`config.mk`:
```
export PLATFORM = sky130hd
export DESIGN_NAME = serirq_agent
export DESIGN_NICKNAME = d
export VERILOG_FILES = /design/src/rtl/serirq_pkg.sv /design/src/rtl/serirq_frame_tracker.sv /design/src/rtl/serirq_req_map.sv /design/src/rtl/serirq_slot_driver.sv /design/src/rtl/serirq_agent.sv
export SDC_FILE = /design/constraint.sdc
export NUM_CORES = 1
export LEC_CHECK = 0
export BUFFER_PORTS_ARGS = -buffer_cell sky130_fd_sc_hd__buf_2
export CORE_ASPECT_RATIO = 0.9
export CORE_MARGIN = 2
export CORE_UTILIZATION = 25
export DETAILED_ROUTE_END_ITERATION = 8
export SLEW_MARGIN = 20
export SYNTH_ARGS = -nofsm -noshare
export SYNTH_HDL_FRONTEND = slang
export SYNTH_SLANG_ARGS = --single-unit
export TNS_END_PERCENT = 30
```
`constraint.sdc`:
```
create_clock -name clk_i -period 3.54 [get_ports clk_i]
set_input_delay 0.708 -clock clk_i [delete_from_list [all_inputs] [get_ports clk_i]]
set_output_delay 0.708 -clock clk_i [all_outputs]
set_load 0.05 [all_outputs]
```
`src/rtl/serirq_pkg.sv`:
```
package serirq_pkg;
  typedef enum logic [1:0] {PH_IDLE, PH_FRAMES, PH_STOP} phase_e;
  typedef enum logic {MODE_CONT, MODE_QUIET} mode_e;
endpackage

```
`src/rtl/serirq_frame_tracker.sv`:
```
module serirq_frame_tracker
  import serirq_pkg::*;
#(
  parameter int NUM_SLOTS      = 16,
  parameter int START_MIN      = 4,
  parameter int STOP_QUIET_LEN = 2,
  parameter int STOP_CONT_LEN  = 3,
  parameter int START_GAP      = 2,
  localparam int SLOT_W = $clog2(NUM_SLOTS + 1),
  localparam int GAP_W  = $clog2(START_GAP + 1)
) (
  input  logic              clk_i,
  input  logic              rst_ni,
  input  logic              line_i,
  output phase_e            phase_d_o,
  output phase_e            phase_q_o,
  output mode_e             mode_d_o,
  output mode_e             mode_q_o,
  output logic [SLOT_W-1:0] slot_d_o,
  output logic [SLOT_W-1:0] slot_q_o,
  output logic [1:0]        sub_d_o,
  output logic [1:0]        sub_q_o,
  output logic [GAP_W-1:0]  gap_d_o,
  output logic [GAP_W-1:0]  gap_q_o
);
  localparam int LOW_W = $clog2(START_MIN + 1);

  logic [LOW_W-1:0]  low_q, low_d;
  phase_e            phase_q, phase_d;
  mode_e             mode_q, mode_d;
  logic [SLOT_W-1:0] slot_q, slot_d;
  logic [1:0]        sub_q, sub_d;
  logic [GAP_W-1:0]  gap_q, gap_d;

  always_comb begin
    low_d   = low_q;
    phase_d = phase_q;
    mode_d  = mode_q;
    slot_d  = slot_q;
    sub_d   = sub_q;
    gap_d   = gap_q;
    // slot position advances every clock while frames run
    if (phase_q == PH_FRAMES) begin
      if (sub_q == 2'd2) begin
        sub_d = 2'd0;
        if (slot_q == SLOT_W'(NUM_SLOTS)) begin
          phase_d = PH_STOP;
          slot_d  = '0;
        end else begin
          slot_d = slot_q + 1'b1;
        end
      end else begin
        sub_d = sub_q + 1'b1;
      end
    end
    if (!line_i) begin
      if (low_q < LOW_W'(START_MIN)) low_d = low_q + 1'b1;
    end else begin
      low_d = '0;
      if (phase_q == PH_IDLE && gap_q < GAP_W'(START_GAP)) gap_d = gap_q + 1'b1;
      if (low_q >= LOW_W'(START_MIN)) begin
        phase_d = PH_FRAMES;
        slot_d  = SLOT_W'(1);
        sub_d   = 2'd0;
        gap_d   = '0;
      end else if (phase_q == PH_STOP && low_q == LOW_W'(STOP_QUIET_LEN)) begin
        phase_d = PH_IDLE;
        mode_d  = MODE_QUIET;
        gap_d   = GAP_W'(1);
      end else if (phase_q == PH_STOP && low_q == LOW_W'(STOP_CONT_LEN)) begin
        phase_d = PH_IDLE;
        mode_d  = MODE_CONT;
        gap_d   = GAP_W'(1);
      end
    end
  end

  always_ff @(posedge clk_i or negedge rst_ni) begin
    if (!rst_ni) begin
      low_q   <= '0;
      phase_q <= PH_IDLE;
      mode_q  <= MODE_CONT;
      slot_q  <= '0;
      sub_q   <= '0;
      gap_q   <= '0;
    end else begin
      low_q   <= low_d;
      phase_q <= phase_d;
      mode_q  <= mode_d;
      slot_q  <= slot_d;
      sub_q   <= sub_d;
      gap_q   <= gap_d;
    end
  end

  assign phase_d_o = phase_d;
  assign phase_q_o = phase_q;
  assign mode_d_o  = mode_d;
  assign mode_q_o  = mode_q;
  assign slot_d_o  = slot_d;
  assign slot_q_o  = slot_q;
  assign sub_d_o   = sub_d;
  assign sub_q_o   = sub_q;
  assign gap_d_o   = gap_d;
  assign gap_q_o   = gap_q;
endmodule

```
`src/rtl/serirq_req_map.sv`:
```
module serirq_req_map #(
  parameter int NUM_SLOTS = 16,
  parameter int SMI_SLOT  = 3
) (
  input  logic [NUM_SLOTS-1:0] irq_i,
  input  logic                 smi_i,
  input  logic                 smi_bus_en_i,
  input  logic                 smi_pin_en_i,
  output logic [NUM_SLOTS-1:0] slot_req_o,
  output logic                 smi_pin_o
);
  logic unused_irq0;
  assign unused_irq0 = irq_i[0];

  for (genvar g = 0; g < NUM_SLOTS; g++) begin : g_slot
    if (g == 0) begin : g_empty
      assign slot_req_o[g] = 1'b0;
    end else if (g == SMI_SLOT - 1) begin : g_smi
      assign slot_req_o[g] = irq_i[g] | (smi_i & smi_bus_en_i);
    end else begin : g_irq
      assign slot_req_o[g] = irq_i[g];
    end
  end

  assign smi_pin_o = smi_i & smi_pin_en_i;
endmodule

```
`src/rtl/serirq_slot_driver.sv`:
```
module serirq_slot_driver
  import serirq_pkg::*;
#(
  parameter int NUM_SLOTS = 16,
  parameter int START_GAP = 2,
  localparam int SLOT_W = $clog2(NUM_SLOTS + 1),
  localparam int GAP_W  = $clog2(START_GAP + 1)
) (
  input  logic                 clk_i,
  input  logic                 rst_ni,
  input  logic                 line_i,
  input  logic [NUM_SLOTS-1:0] req_i,
  input  phase_e               phase_d_i,
  input  mode_e                mode_d_i,
  input  logic [SLOT_W-1:0]    slot_d_i,
  input  logic [1:0]           sub_d_i,
  input  logic [GAP_W-1:0]     gap_d_i,
  output logic                 oe_o,
  output logic                 do_o
);
  localparam int IDX_W = $clog2(NUM_SLOTS);

  logic [NUM_SLOTS-1:0] sent_q, sent_d;
  logic                 start_q, start_d;
  logic                 oe_q, oe_d, do_q, do_d;
  logic [IDX_W-1:0]     idx;
  logic                 pending;

  assign idx     = IDX_W'(slot_d_i - SLOT_W'(1));
  assign pending = |(req_i ^ sent_q);

  // decisions use the tracker's state for the clock just sampled; outputs apply to the next clock
  always_comb begin
    oe_d    = 1'b0;
    do_d    = 1'b1;
    sent_d  = sent_q;
    start_d = start_q;
    if (phase_d_i != PH_IDLE) start_d = 1'b0;
    if (phase_d_i == PH_FRAMES) begin
      if (sub_d_i == 2'd0 && slot_d_i != '0) begin
        sent_d[idx] = req_i[idx];
        if (req_i[idx]) begin
          oe_d = 1'b1;
          do_d = 1'b0;
        end
      end else if (sub_d_i == 2'd1 && oe_q && !do_q) begin
        oe_d = 1'b1;
        do_d = 1'b1;
      end
    end else if (phase_d_i == PH_IDLE && mode_d_i == MODE_QUIET &&
                 gap_d_i >= GAP_W'(START_GAP) && line_i && pending && !start_q) begin
      oe_d    = 1'b1;
      do_d    = 1'b0;
      start_d = 1'b1;
    end
  end

  always_ff @(posedge clk_i or negedge rst_ni) begin
    if (!rst_ni) begin
      sent_q  <= '0;
      start_q <= 1'b0;
      oe_q    <= 1'b0;
      do_q    <= 1'b1;
    end else begin
      sent_q  <= sent_d;
      start_q <= start_d;
      oe_q    <= oe_d;
      do_q    <= do_d;
    end
  end

  assign oe_o = oe_q;
  assign do_o = do_q;
endmodule

```
`src/rtl/serirq_agent.sv`:
```
module serirq_agent
  import serirq_pkg::*;
#(
  parameter int NUM_SLOTS      = 16,
  parameter int START_MIN      = 4,
  parameter int STOP_QUIET_LEN = 2,
  parameter int STOP_CONT_LEN  = 3,
  parameter int START_GAP      = 2,
  parameter int SMI_SLOT       = 3
) (
  input  logic                 clk_i,
  input  logic                 rst_ni,
  input  logic [NUM_SLOTS-1:0] irq_i,
  input  logic                 smi_i,
  input  logic                 smi_bus_en_i,
  input  logic                 smi_pin_en_i,
  input  logic                 ser_i,
  output logic                 ser_oe_o,
  output logic                 ser_do_o,
  output logic                 smi_pin_o
);
  localparam int SLOT_W = $clog2(NUM_SLOTS + 1);
  localparam int GAP_W  = $clog2(START_GAP + 1);

  logic [NUM_SLOTS-1:0] slot_req;
  phase_e               phase_d, trk_phase;
  mode_e                mode_d, trk_mode;
  logic [SLOT_W-1:0]    slot_d, trk_slot;
  logic [1:0]           sub_d, trk_sub;
  logic [GAP_W-1:0]     gap_d, trk_gap;

  serirq_req_map #(
    .NUM_SLOTS(NUM_SLOTS),
    .SMI_SLOT (SMI_SLOT)
  ) u_map (
    .irq_i       (irq_i),
    .smi_i       (smi_i),
    .smi_bus_en_i(smi_bus_en_i),
    .smi_pin_en_i(smi_pin_en_i),
    .slot_req_o  (slot_req),
    .smi_pin_o   (smi_pin_o)
  );

  serirq_frame_tracker #(
    .NUM_SLOTS     (NUM_SLOTS),
    .START_MIN     (START_MIN),
    .STOP_QUIET_LEN(STOP_QUIET_LEN),
    .STOP_CONT_LEN (STOP_CONT_LEN),
    .START_GAP     (START_GAP)
  ) u_trk (
    .clk_i    (clk_i),
    .rst_ni   (rst_ni),
    .line_i   (ser_i),
    .phase_d_o(phase_d),
    .phase_q_o(trk_phase),
    .mode_d_o (mode_d),
    .mode_q_o (trk_mode),
    .slot_d_o (slot_d),
    .slot_q_o (trk_slot),
    .sub_d_o  (sub_d),
    .sub_q_o  (trk_sub),
    .gap_d_o  (gap_d),
    .gap_q_o  (trk_gap)
  );

  serirq_slot_driver #(
    .NUM_SLOTS(NUM_SLOTS),
    .START_GAP(START_GAP)
  ) u_drv (
    .clk_i    (clk_i),
    .rst_ni   (rst_ni),
    .line_i   (ser_i),
    .req_i    (slot_req),
    .phase_d_i(phase_d),
    .mode_d_i (mode_d),
    .slot_d_i (slot_d),
    .sub_d_i  (sub_d),
    .gap_d_i  (gap_d),
    .oe_o     (ser_oe_o),
    .do_o     (ser_do_o)
  );
endmodule

```
### After elaboration in Yosys (flattened, before gate mapping)

Cells that the tools add are included.

| word-level totals | value |
|---|---|
| logic and storage cells | 99 |
| output and inout port bits | 3 |
| input port bits | 22 |
| flip-flop bits (word level) | 34 |

| operators by class | value |
|---|---|
| reductions and logical operators | 22 |
| muxes and demuxes | 44 |
| eq/ne operators | 8 |
| add/subtract/negate cells | 5 |
| magnitude comparators | 6 |
| bitwise gates (word level) | 4 |

Operators with widths:

| cell | number |
|---|---|
| 2-bit two-way mux | 16 |
| 5-bit two-way mux | 5 |
| 1-bit two-way mux | 18 |
| 16-bit bitwise mux | 1 |
| 16-bit OR reduction | 1 |
| 16-bit bitwise XOR | 1 |
| 1-bit logical AND | 12 |
| 2-bit by 1-bit equality test with 1-bit output (second input constant) | 3 |
| 3-bit by 2-bit equality test with 1-bit output (second input constant) | 2 |
| 2-bit logical NOT | 3 |
| 3-bit two-way mux | 2 |
| 5-bit by 1-bit adder with 5-bit output (second input constant) | 1 |
| 5-bit equality test (second input constant) | 1 |
| 4-bit by 5-bit less-than comparator with 1-bit output (second input constant) | 1 |
| 5-bit nonzero test | 1 |
| 2-bit by 1-bit adder with 2-bit output (second input constant) | 2 |
| 1-bit binary-select mux with 4-bit select | 1 |
| 1-bit demux with 4-bit select | 1 |
| 2-bit equality test (second input constant) | 2 |
| 4-bit by 1-bit >= comparator with 1-bit output (second input constant) | 1 |
| 2-bit nonzero test | 2 |
| 4-bit by 1-bit subtractor with 4-bit output (second input constant) | 1 |
| 3-bit by 1-bit adder with 3-bit output (second input constant) | 1 |
| 3-bit >= comparator (second input constant) | 1 |
| 7 further kinds | 9 |

### Depth between registers and ports, before layout

Gate-level depths: netlist of run 1.

| depth | value |
|---|---|
| depth after elaboration | 16 |
| depth in mapped cells | 14 |
| mapped depth without buffers | 12 |

### Hierarchy

Synthesis of run 1 repeated with hierarchy kept, for this count alone.

| unflattened totals | value |
|---|---|
| cell total of the unflattened synthesis | 217 |
| area, all modules | 2,247.2 um^2 |

By module, submodules not included:

| module | instances | area an instance (um^2) | cells an instance | seq. area each (um^2) |
|---|---|---|---|---|
| serirq_slot_driver | 1 | 1,282.5 | 118 | 476.7 |
| serirq_frame_tracker | 1 | 833.3 | 81 | 375.4 |
| serirq_req_map | 1 | 131.4 | 18 | 0.0 |

### Worst setup path after synthesis of run 1

Ideal clock, no wire load.

| timing | value |
|---|---|
| path kind | in2reg |
| start | input ser_i |
| end | register u_drv.sent_q[15] |
| buffers on the path | 4 |
| arrival time | 3,321 ps |
| path slack | 92 ps |
| stages on the path | 13 |
| cells stage by stage | buf_2 -> and2_1 -> buf_2 -> a21oi_1 -> nand2_1 -> inv_1 -> ha_1 -> buf_1 -> mux4_2 -> mux2i_1 -> mux2i_1 -> buf_2 -> mux2_1 |

| between the ends | value |
|---|---|
| cells in the longest elaborated chain, start to end | 7 |
| elaborated cells between the ends (all ways) | 17 |

Ends and longest elaborated chain:

| element | RTL line | source |
|---|---|---|
| from (decl) | serirq_agent.sv:17 | `input logic ser_i,` |
| 5-bit two-way mux (*) | serirq_frame_tracker.sv:56 | `if (!line_i) begin` |
| named net slot_d[0] | serirq_agent.sv:28 | `logic [SLOT_W-1:0] slot_d, trk_slot;` |
| 4-bit by 1-bit subtractor with 4-bit output | serirq_slot_driver.sv:29 | `assign idx = IDX_W'(slot_d_i - SLOT_W'(1));` |
| 4-bit by 5-bit less-than comparator with 1-bit output (implied by the code) / 4-bit by 1-bit >= comparator with 1-bit output (equally long branches) | serirq_slot_driver.sv:41 | `sent_d[idx] = req_i[idx];` |
| 1-bit logical AND (implied by the code) | serirq_slot_driver.sv:41 |  |
| 1-bit two-way mux (implied by the code) | serirq_slot_driver.sv:41 |  |
| 1-bit demux with 4-bit select | - |  |
| 16-bit bitwise mux | serirq_slot_driver.sv:41 |  |
| to (signal assigned) | serirq_slot_driver.sv:65 | `sent_q <= sent_d;` |
| to (decl) | serirq_slot_driver.sv:23 | `logic [NUM_SLOTS-1:0] sent_q, sent_d;` |

Mark *: on every way through the listed nets, which the timed path passes. The rest lies on a longest branch. The select of a mux whose other input is x is not followed.
A chain may end at the register's enable or synchronous reset.

### Final worst setup path of run 1

| timing | value |
|---|---|
| start | register u_trk.slot_q[0] (netlist: u_trk.slot_q_o[0]) |
| end | register u_drv.sent_q[8] |

| between the ends | value |
|---|---|
| cells in the longest elaborated chain, start to end | 12 |
| elaborated cells between the ends (all ways) | 27 |

Ends and longest elaborated chain:

| element | RTL line | source |
|---|---|---|
| from (decl) | serirq_frame_tracker.sv:31 | `logic [SLOT_W-1:0] slot_q, slot_d;` |
| from (signal assigned) | serirq_frame_tracker.sv:90 | `slot_q <= slot_d;` |
| 5-bit by 1-bit adder with 5-bit output / 5-bit equality test (equally long branches) | serirq_frame_tracker.sv:50, serirq_frame_tracker.sv:46 |  |
| 5-bit two-way mux | serirq_frame_tracker.sv:46 | `if (slot_q == SLOT_W'(NUM_SLOTS)) begin` |
| 5-bit two-way mux | serirq_frame_tracker.sv:44 | `if (sub_q == 2'd2) begin` |
| 5-bit two-way mux (*) | serirq_frame_tracker.sv:43 | `if (phase_q == PH_FRAMES) begin` |
| 5-bit two-way mux | serirq_frame_tracker.sv:61 | `if (low_q >= LOW_W'(START_MIN)) begin` |
| 5-bit two-way mux (*) | serirq_frame_tracker.sv:56 |  |
| named net slot_d[0] | serirq_agent.sv:28 |  |
| 4-bit by 1-bit subtractor with 4-bit output | serirq_slot_driver.sv:29 |  |
| 4-bit by 5-bit less-than comparator with 1-bit output (implied by the code) / 4-bit by 1-bit >= comparator with 1-bit output (equally long branches) | serirq_slot_driver.sv:41 |  |
| 1-bit logical AND (implied by the code) | serirq_slot_driver.sv:41 |  |
| 1-bit two-way mux (implied by the code) | serirq_slot_driver.sv:41 |  |
| 1-bit demux with 4-bit select | - |  |
| 16-bit bitwise mux | serirq_slot_driver.sv:41 |  |

Marked as above.

==> results of run 1 <==
[metrics by stage]
stage | std cells | worst slack [ps]
detailed placement | 346 | 210
finish | 353 | 281
CTS | 353 | 306
global route | 353 | 7.88
global placement | 346 | 298
floorplan | 205 | 91.8
[cells in the mapped netlist, types with 5 or more instances]
master	count	area [um^2]
dfrtp_1	33	826
mux2_1	16	180
nand2_1	15	56.3
inv_1	12	45.0
nand3_1	12	60.1
nand4_1	12	75.1
xor2_1	12	105
ha_1	11	138
nor2_1	9	33.8
a21oi_1	8	40.0
xnor2_1	6	52.6
mux2i_1	5	50.1
[final cells by class]
type                    count  share of cell area [%]
flip-flops and latches     34                    33.6
repair buffers             27                    5.72
clock inverters             2                   0.394
well taps                 119                    5.86
inverters                  13                    1.92
clock buffers               5                    2.71
multi-input cells         153                    49.8
[state kept, by name (all words and copies together) (netlist names)]
name and count:
u_trk.low_q 3, u_drv.do_o 1, u_trk.phase_q_o 2, u_trk.mode_q_o 1, u_trk.gap_q_o 2, u_drv.start_q 1, u_drv.oe_o 1, u_drv.sent_q 16
u_trk.sub_q_o 2, u_trk.slot_q_o 5
[per-layer routing]
layer,routed length (um),part of all wire (%),vias to the layer above
met5,0,0,-
met3,160,3.4,5
met2,2200,47,25
met1,2300,49,800
met4,64,1.4,0
li1,-,-,813
[worst max path at each step]
stage                                  end  slack, ps  depth (start not counted)
final                      u_drv.sent_q[8]        280                         12
after global routing       u_drv.sent_q[8]          8                         12
after CTS                  u_drv.sent_q[8]        310                         12
after detailed placement   u_drv.sent_q[8]        210                         11
after global placement     u_drv.sent_q[8]        300                         11
after floorplan           u_drv.sent_q[15]         90                         13
[cells by family (layout without fill, tap and decap cells)]
family | count (synthesis) | count (layout) | synth area share [%]
multiplexers | 24 | 24 | 13.6
flip-flops | 34 | 34 | 38.8
AND/OR/NAND/NOR | 71 | 71 | 19.5
XOR/XNOR | 20 | 20 | 8.66
buffers and inverters | 18 | 47 | 3.59
adder cells (fa/ha/maj) | 11 | 11 | 6.27
AO/OA/AOI/OAI | 27 | 27 | 9.63
[power by group]
part,total (W),internal (W),switching [W]
Clock,0.000269,0.000132,0.000137
Combinational,0.00152,0.000641,0.000876
Sequential,0.000664,0.000536,0.000128
==> impl_metrics.py, run 1 <==
metrics = {
    "sta": {
        "fin_hold_ws_ps": 500,
        "setup-violations-final": 0,
        "final.setup.tns_ps": 0,
        "maxSlewHeadroom_pct": 42.2,
        "min_period_over_period_pct": 92.1,
        "max_freq_mhz": 307,
        "tightest_slew_ps": 861,
        "final_max_slew_viol_count": 0,
        "finalHoldViolations": 0,
        "min_period_ps": 3260,
        "finClkSkew_ps": 8.88,
        "rsz0062_at_grt": "false",
    },
    "clocking": {
        "clockRootBuffer": "clkbuf_8",
        "cts_resized": 0,
        "cts-htree-levels": 2,
        "cts_made_buffers": 5,
        "clk_latency_ps": 290,
        "cts_num_sinks": 34,
        "cts_tree": "yes",
        "clk_pin_slew_ps": 70,
        "hold_buffers": 0,
        "post_cts_buffers": 0,
        "clockBufferDepth": 2,
    },
    "synthesis": {
        "synth_cell_type_count": 49,
        "synth_fp_nets": 238,
        "synthesis.area_um2": 2200,
        "syn_area_per_cell_um2": 10.7,
        "synth-edff-count": 0,
        "yosysWarnings": 0,
        "ys_seq_elements": 34,
        "async_flop_share_pct": 100,
        "netlist_instances": 205,
        "synth_ff_type": "dfrtp_1",
        "yosysSeqAreaShare_pct": 38.8,
    },
    "global_routing": {
        "use_met1_pct": 14.6,
        "grt_max_degree": 35,
        "met3_usage_pct": 2.34,
        "overflow": 0,
        "grt_use_met2_pct": 17.1,
        "grt_pass1_wl_mm": 7.91,
        "grt_busiest_layer": "met2",
        "grt_pass1_vias": 1647,
        "antenna_found_initial": 0,
        "grt_util_all_layers_pct": 10.8,
    },
    "critical_path": {
        "reg2reg_to": "u_drv.sent_q[8]",
        "ff2ff_setup_slack_ps": 280,
        "cp.arrival_ps": 3430,
        "worst_setup_path_start_kind": "flip-flop",
        "cpMostUsedCell": "inv_1",
        "crit_required_ps": 3710,
        "critical_path_class": "flip-flop to flip-flop",
        "cp_slowest_cell": "nor4_4",
        "worst-path-buf-inv": 3,
        "endpoint_kind": "flip-flop",
        "r2r_start": "u_trk.slot_q_o[0]",
        "cp_max_fo": 18,
        "slowest_delay_ps": 740,
        "worstPathCellList": "inv_1 -> ha_1 -> nand4bb_1 -> nand3_1 -> nand2_1 -> inv_1 -> ha_1 -> inv_1 -> nor4_1 -> nor4_4 -> nand4_1 -> mux2_1",
        "cp-startpoint": "u_trk.slot_q_o[0]",
        "path_delay_family": "simple AND/OR/NAND/NOR gates",
        "worstRegToRegCells": 12,
    },
    "power_and_ir_drop": {
        "p_leak_nw": 1.14,
        "power.density_nw_per_um2": 965,
        "vdd_drop_max_mv": 0.355,
        "total_power_w": 0.00245,
    },
    "cells_and_area": {
        "stdcell_area_um2": 2540,
        "final_util_pct": 29.6,
        "final_layout_size_suffix_gt1_share_pct": 20.9,
        "final_nets": 267,
        "multiInputGateArea_um2": 1260,
        "antenna_cells": 0,
        "final_common_cell": "dfrtp_1",
        "regArea_um2": 852,
        "mostFrequentLayoutCells": "33 x dfrtp_1, 23 x buf_2, 16 x mux2_1",
        "area_growth_pct": 15.6,
        "fill_cells": 921,
    },
    "hold_path": {
        "min_from": "u_trk.mode_q_o",
        "worst_hold_path.endpoint": "u_trk.mode_q_o",
        "hold_class": "flip-flop to flip-flop",
        "worstHoldPathCells": 1,
    },
    "floorplanning": {
        "dieArea_um2": 9550,
        "rows": 32,
        "die_w_um": 103,
        "io-pin-count": 25,
        "coreArea_um2": 8570,
        "start_util_pct": 25.6,
        "die_h_um": 92.9,
    },
    "route": {
        "firstDrtPassIters": 4,
        "vias": 1643,
        "wl_per_cell_um": 13.4,
        "routed_wl_mm": 4.72,
        "drt-vias-per-instance": 4.65,
        "drtIter0Drc": 86,
        "drc": 0,
        "final_antenna_net_count": 0,
    },
    "flow_run": {
        "maxCapViolCount": 0,
    },
    "place": {
        "place_area_um2": 2460,
        "place_congestion": 0.767,
        "numPortBuffers": 23,
        "hpwl_mm": 3.62,
    },
    "outcome": {
        "status": "finished, final reports clean",
    },
}
No activity file was read; power rests on OpenSTA's default activity.
==> inputs of run 2 (changes only) <==
- ABC_AREA: unset -> 1
- PLACE_DENSITY_LB_ADDON: unset -> 0.1
- SLEW_MARGIN: 20 -> 15
==> impl_metrics.py, run 2 <==
metrics = {
    "outcome": {
        "status": "finished, final reports clean",
    },
    "synthesis": {
        "synth_fp_nets": 354,
        "synth-edff-count": 0,
        "synth.most_common_cell": "nand2_1",
        "synthesis.area_um2": 2300,
        "async_flop_share_pct": 100,
        "netlist_instances": 321,
        "syn_area_per_cell_um2": 7.16,
        "yosysSeqAreaShare_pct": 37.1,
        "yosysTopAreaCell": "dfrtp_1",
        "synth_cell_type_count": 28,
        "synthTopCellsByArea": "dfrtp_1 36%, nand2_1 15%, inv_1 6.9%",
        "yosysWarnings": 0,
        "netlist.area_leader.share_pct": 35.9,
        "synth_ff_type": "dfrtp_1",
        "ys_seq_elements": 34,
        "synth_common_cells": "91 x nand2_1, 42 x inv_1, 33 x dfrtp_1",
    },
    "clocking": {
        "cts_tree": "yes",
        "clockRootBuffer": "clkbuf_8",
        "cts_num_sinks": 34,
        "clk_pin_slew_ps": 80,
        "clockBufferDepth": 2,
        "cts_made_buffers": 5,
        "clk_latency_ps": 290,
        "hold_buffers": 0,
        "post_cts_buffers": 0,
        "cts-htree-levels": 2,
        "cts_resized": 0,
    },
    "critical_path": {
        "crit_required_ps": 3770,
        "endpoint_kind": "flip-flop",
        "worstRegToRegCells": 18,
        "worst_setup_path_start_kind": "flip-flop",
        "reg2reg_to": "u_drv.oe_o",
        "r2r_start": "u_trk.slot_q_o[0]",
        "cp.arrival_ps": 3050,
        "critical_path_class": "flip-flop to flip-flop",
        "cp_max_fo": 18,
        "ff2ff_setup_slack_ps": 720,
    },
    "sta": {
        "max_freq_mhz": 355,
        "setup-violations-final": 0,
        "final.setup.tns_ps": 0,
        "tightest_slew_ps": 862,
        "fin_hold_ws_ps": 475,
        "min_period_over_period_pct": 79.6,
        "min_period_ps": 2820,
        "setup_slack_ps": 723,
        "rsz0062_at_grt": "false",
        "final_max_slew_viol_count": 0,
        "finClkSkew_ps": 6.28,
        "finalHoldViolations": 0,
        "maxSlewHeadroom_pct": 42.6,
    },
    "route": {
        "routed_wl_mm": 6.10,
        "firstDrtPassIters": 4,
        "drc": 0,
        "vias": 2068,
        "drt-vias-per-instance": 4.36,
        "wl_per_cell_um": 12.9,
        "final_antenna_net_count": 0,
        "drtIter0Drc": 76,
    },
    "floorplanning": {
        "dieArea_um2": 9970,
        "rows": 33,
        "coreArea_um2": 9040,
        "die_w_um": 105,
        "start_util_pct": 25.4,
        "die_h_um": 94.9,
        "io-pin-count": 25,
    },
    "hold_path": {
        "worstHoldPathCells": 2,
        "hold_class": "flip-flop to flip-flop",
        "min_from": "u_trk.mode_q_o",
        "worst_hold_path.endpoint": "u_trk.mode_q_o",
    },
    "power_and_ir_drop": {
        "power.density_nw_per_um2": 919,
        "p_leak_nw": 1.45,
        "vdd_drop_max_mv": 0.309,
    },
    "place": {
        "place_area_um2": 2560,
        "dp_slack_ps": 678,
        "place_congestion": 0.810,
        "hpwl_mm": 4.57,
        "numPortBuffers": 23,
    },
    "flow_run": {
        "maxCapViolCount": 0,
    },
    "cells_and_area": {
        "antenna_cells": 0,
        "area_growth_pct": 17.7,
        "final_layout_size_suffix_gt1_share_pct": 15.6,
        "largest_reg_flops": 16,
        "regArea_um2": 852,
        "final_nets": 384,
        "fill_cells": 980,
        "stdcell_area_um2": 2700,
        "mostFrequentLayoutCells": "91 x nand2_1, 42 x inv_1, 33 x dfrtp_1",
        "multiInputGateArea_um2": 1260,
        "final_common_cell": "nand2_1",
        "regMostFlops": "u_drv.sent_q",
        "final_util_pct": 29.9,
    },
    "global_routing": {
        "grt_pass1_vias": 2033,
        "grt_pass1_wl_mm": 10.2,
        "grt_util_all_layers_pct": 13.3,
        "antenna_found_initial": 0,
        "overflow": 0,
        "grt_max_degree": 35,
    },
}
==> run 2: cell types whose count changed after synthesis, moves of 5 or more <==
| cell | change |
|---|---|
| nand2_1 | +76 |
| inv_1 | +30 |
| o21ai_0 | +24 |
| mux2_1 | -16 |
| mux2i_1 | -5 |
| nor2_1 | +21 |
| xnor2_1 | -5 |
| nand2_2 | +5 |
| nand3_1 | +19 |
| nand4_1 | -7 |
==> run 2: worst max path at each step <==
stage / start / to / slack [ps] / cells past startpoint
floorplan: ser_i / u_drv.sent_q[4] / 1020 / 15
global placement: ser_i / u_drv.oe_o / 670 / 15
detailed placement: ser_i / u_drv.sent_q[14] / 680 / 15
CTS: u_trk.slot_q_o[0] / u_drv.oe_o / 700 / 18
global route: u_trk.slot_q_o[0] / u_drv.sent_q[2] / 410 / 18
finish: u_trk.slot_q_o[0] / u_drv.oe_o / 720 / 18
==> run 2: logic make-up (layout without fill, tap and decap cells) <==
| logic type | Yosys count | in the layout | synth area share (%) |
|---|---|---|---|
| AOI/OAI and AO/OA | 39 | 39 | 9.21 |
| xor gates and xnor gates | 11 | 11 | 4.19 |
| adders and majority gates | 11 | 11 | 5.99 |
| buffers and inverters | 47 | 78 | 8.01 |
| DFF | 34 | 34 | 37.1 |
| and+or+nand+nor | 179 | 179 | 35.5 |
==> run 2: layout make-up <==
| type | count | share of cell area (%) |
|---|---|---|
| clock buffer | 6 | 3.05 |
| clock inverter | 2 | 2.22 |
| inverter | 46 | 6.39 |
| multi-input combinational | 240 | 46.6 |
| sequential | 34 | 31.5 |
| tap | 122 | 5.65 |
| timing repair buffer | 24 | 4.53 |
==> run 2: metrics by stage <==
stage	cells	total power [W]
2_1_floorplan	321	0.00167
3_3_place_gp	466	0.00203
3_5_place_dp	466	0.00204
4_1_cts	474	0.00252
5_1_grt	474	0.00277
6_report	474	0.00248
==> run 2: metal layers <==
layer | GRT usage [%] | routed length (um) | vias to the layer above
met5 | 0 | 0 | -
met4 | 3.78 | 64 | 0
met3 | 2.55 | 207 | 6
met2 | 19.8 | 2550 | 28
met1 | 19.4 | 3270 | 952
li1 | - | - | 1082
==> run 2: report_power, final <==
group / leakage (nW) / switching (W) / internal (W)
clock: 0.0714 / 0.000163 / 0.000301
combinational: 0.935 / 0.00101 / 0.000391
sequential: 0.440 / 0.000101 / 0.000519
total: 1.45 / 0.00127 / 0.00121
==> run 2: critical path: stages (launching register included) <==
cell and delay, ps:
dfrtp_1 420, inv_1 110, ha_1 200, nand2_1 50, inv_1 30, nand2_1 130, nand3_2 220, nand3_4 200
inv_2 100, ha_1 370, inv_1 150, nand3_1 110, nand2_1 70, nand2_1 40, nand2_1 60, nand2_1 80
nand2_4 220, nand2_1 90, nand3_1 80
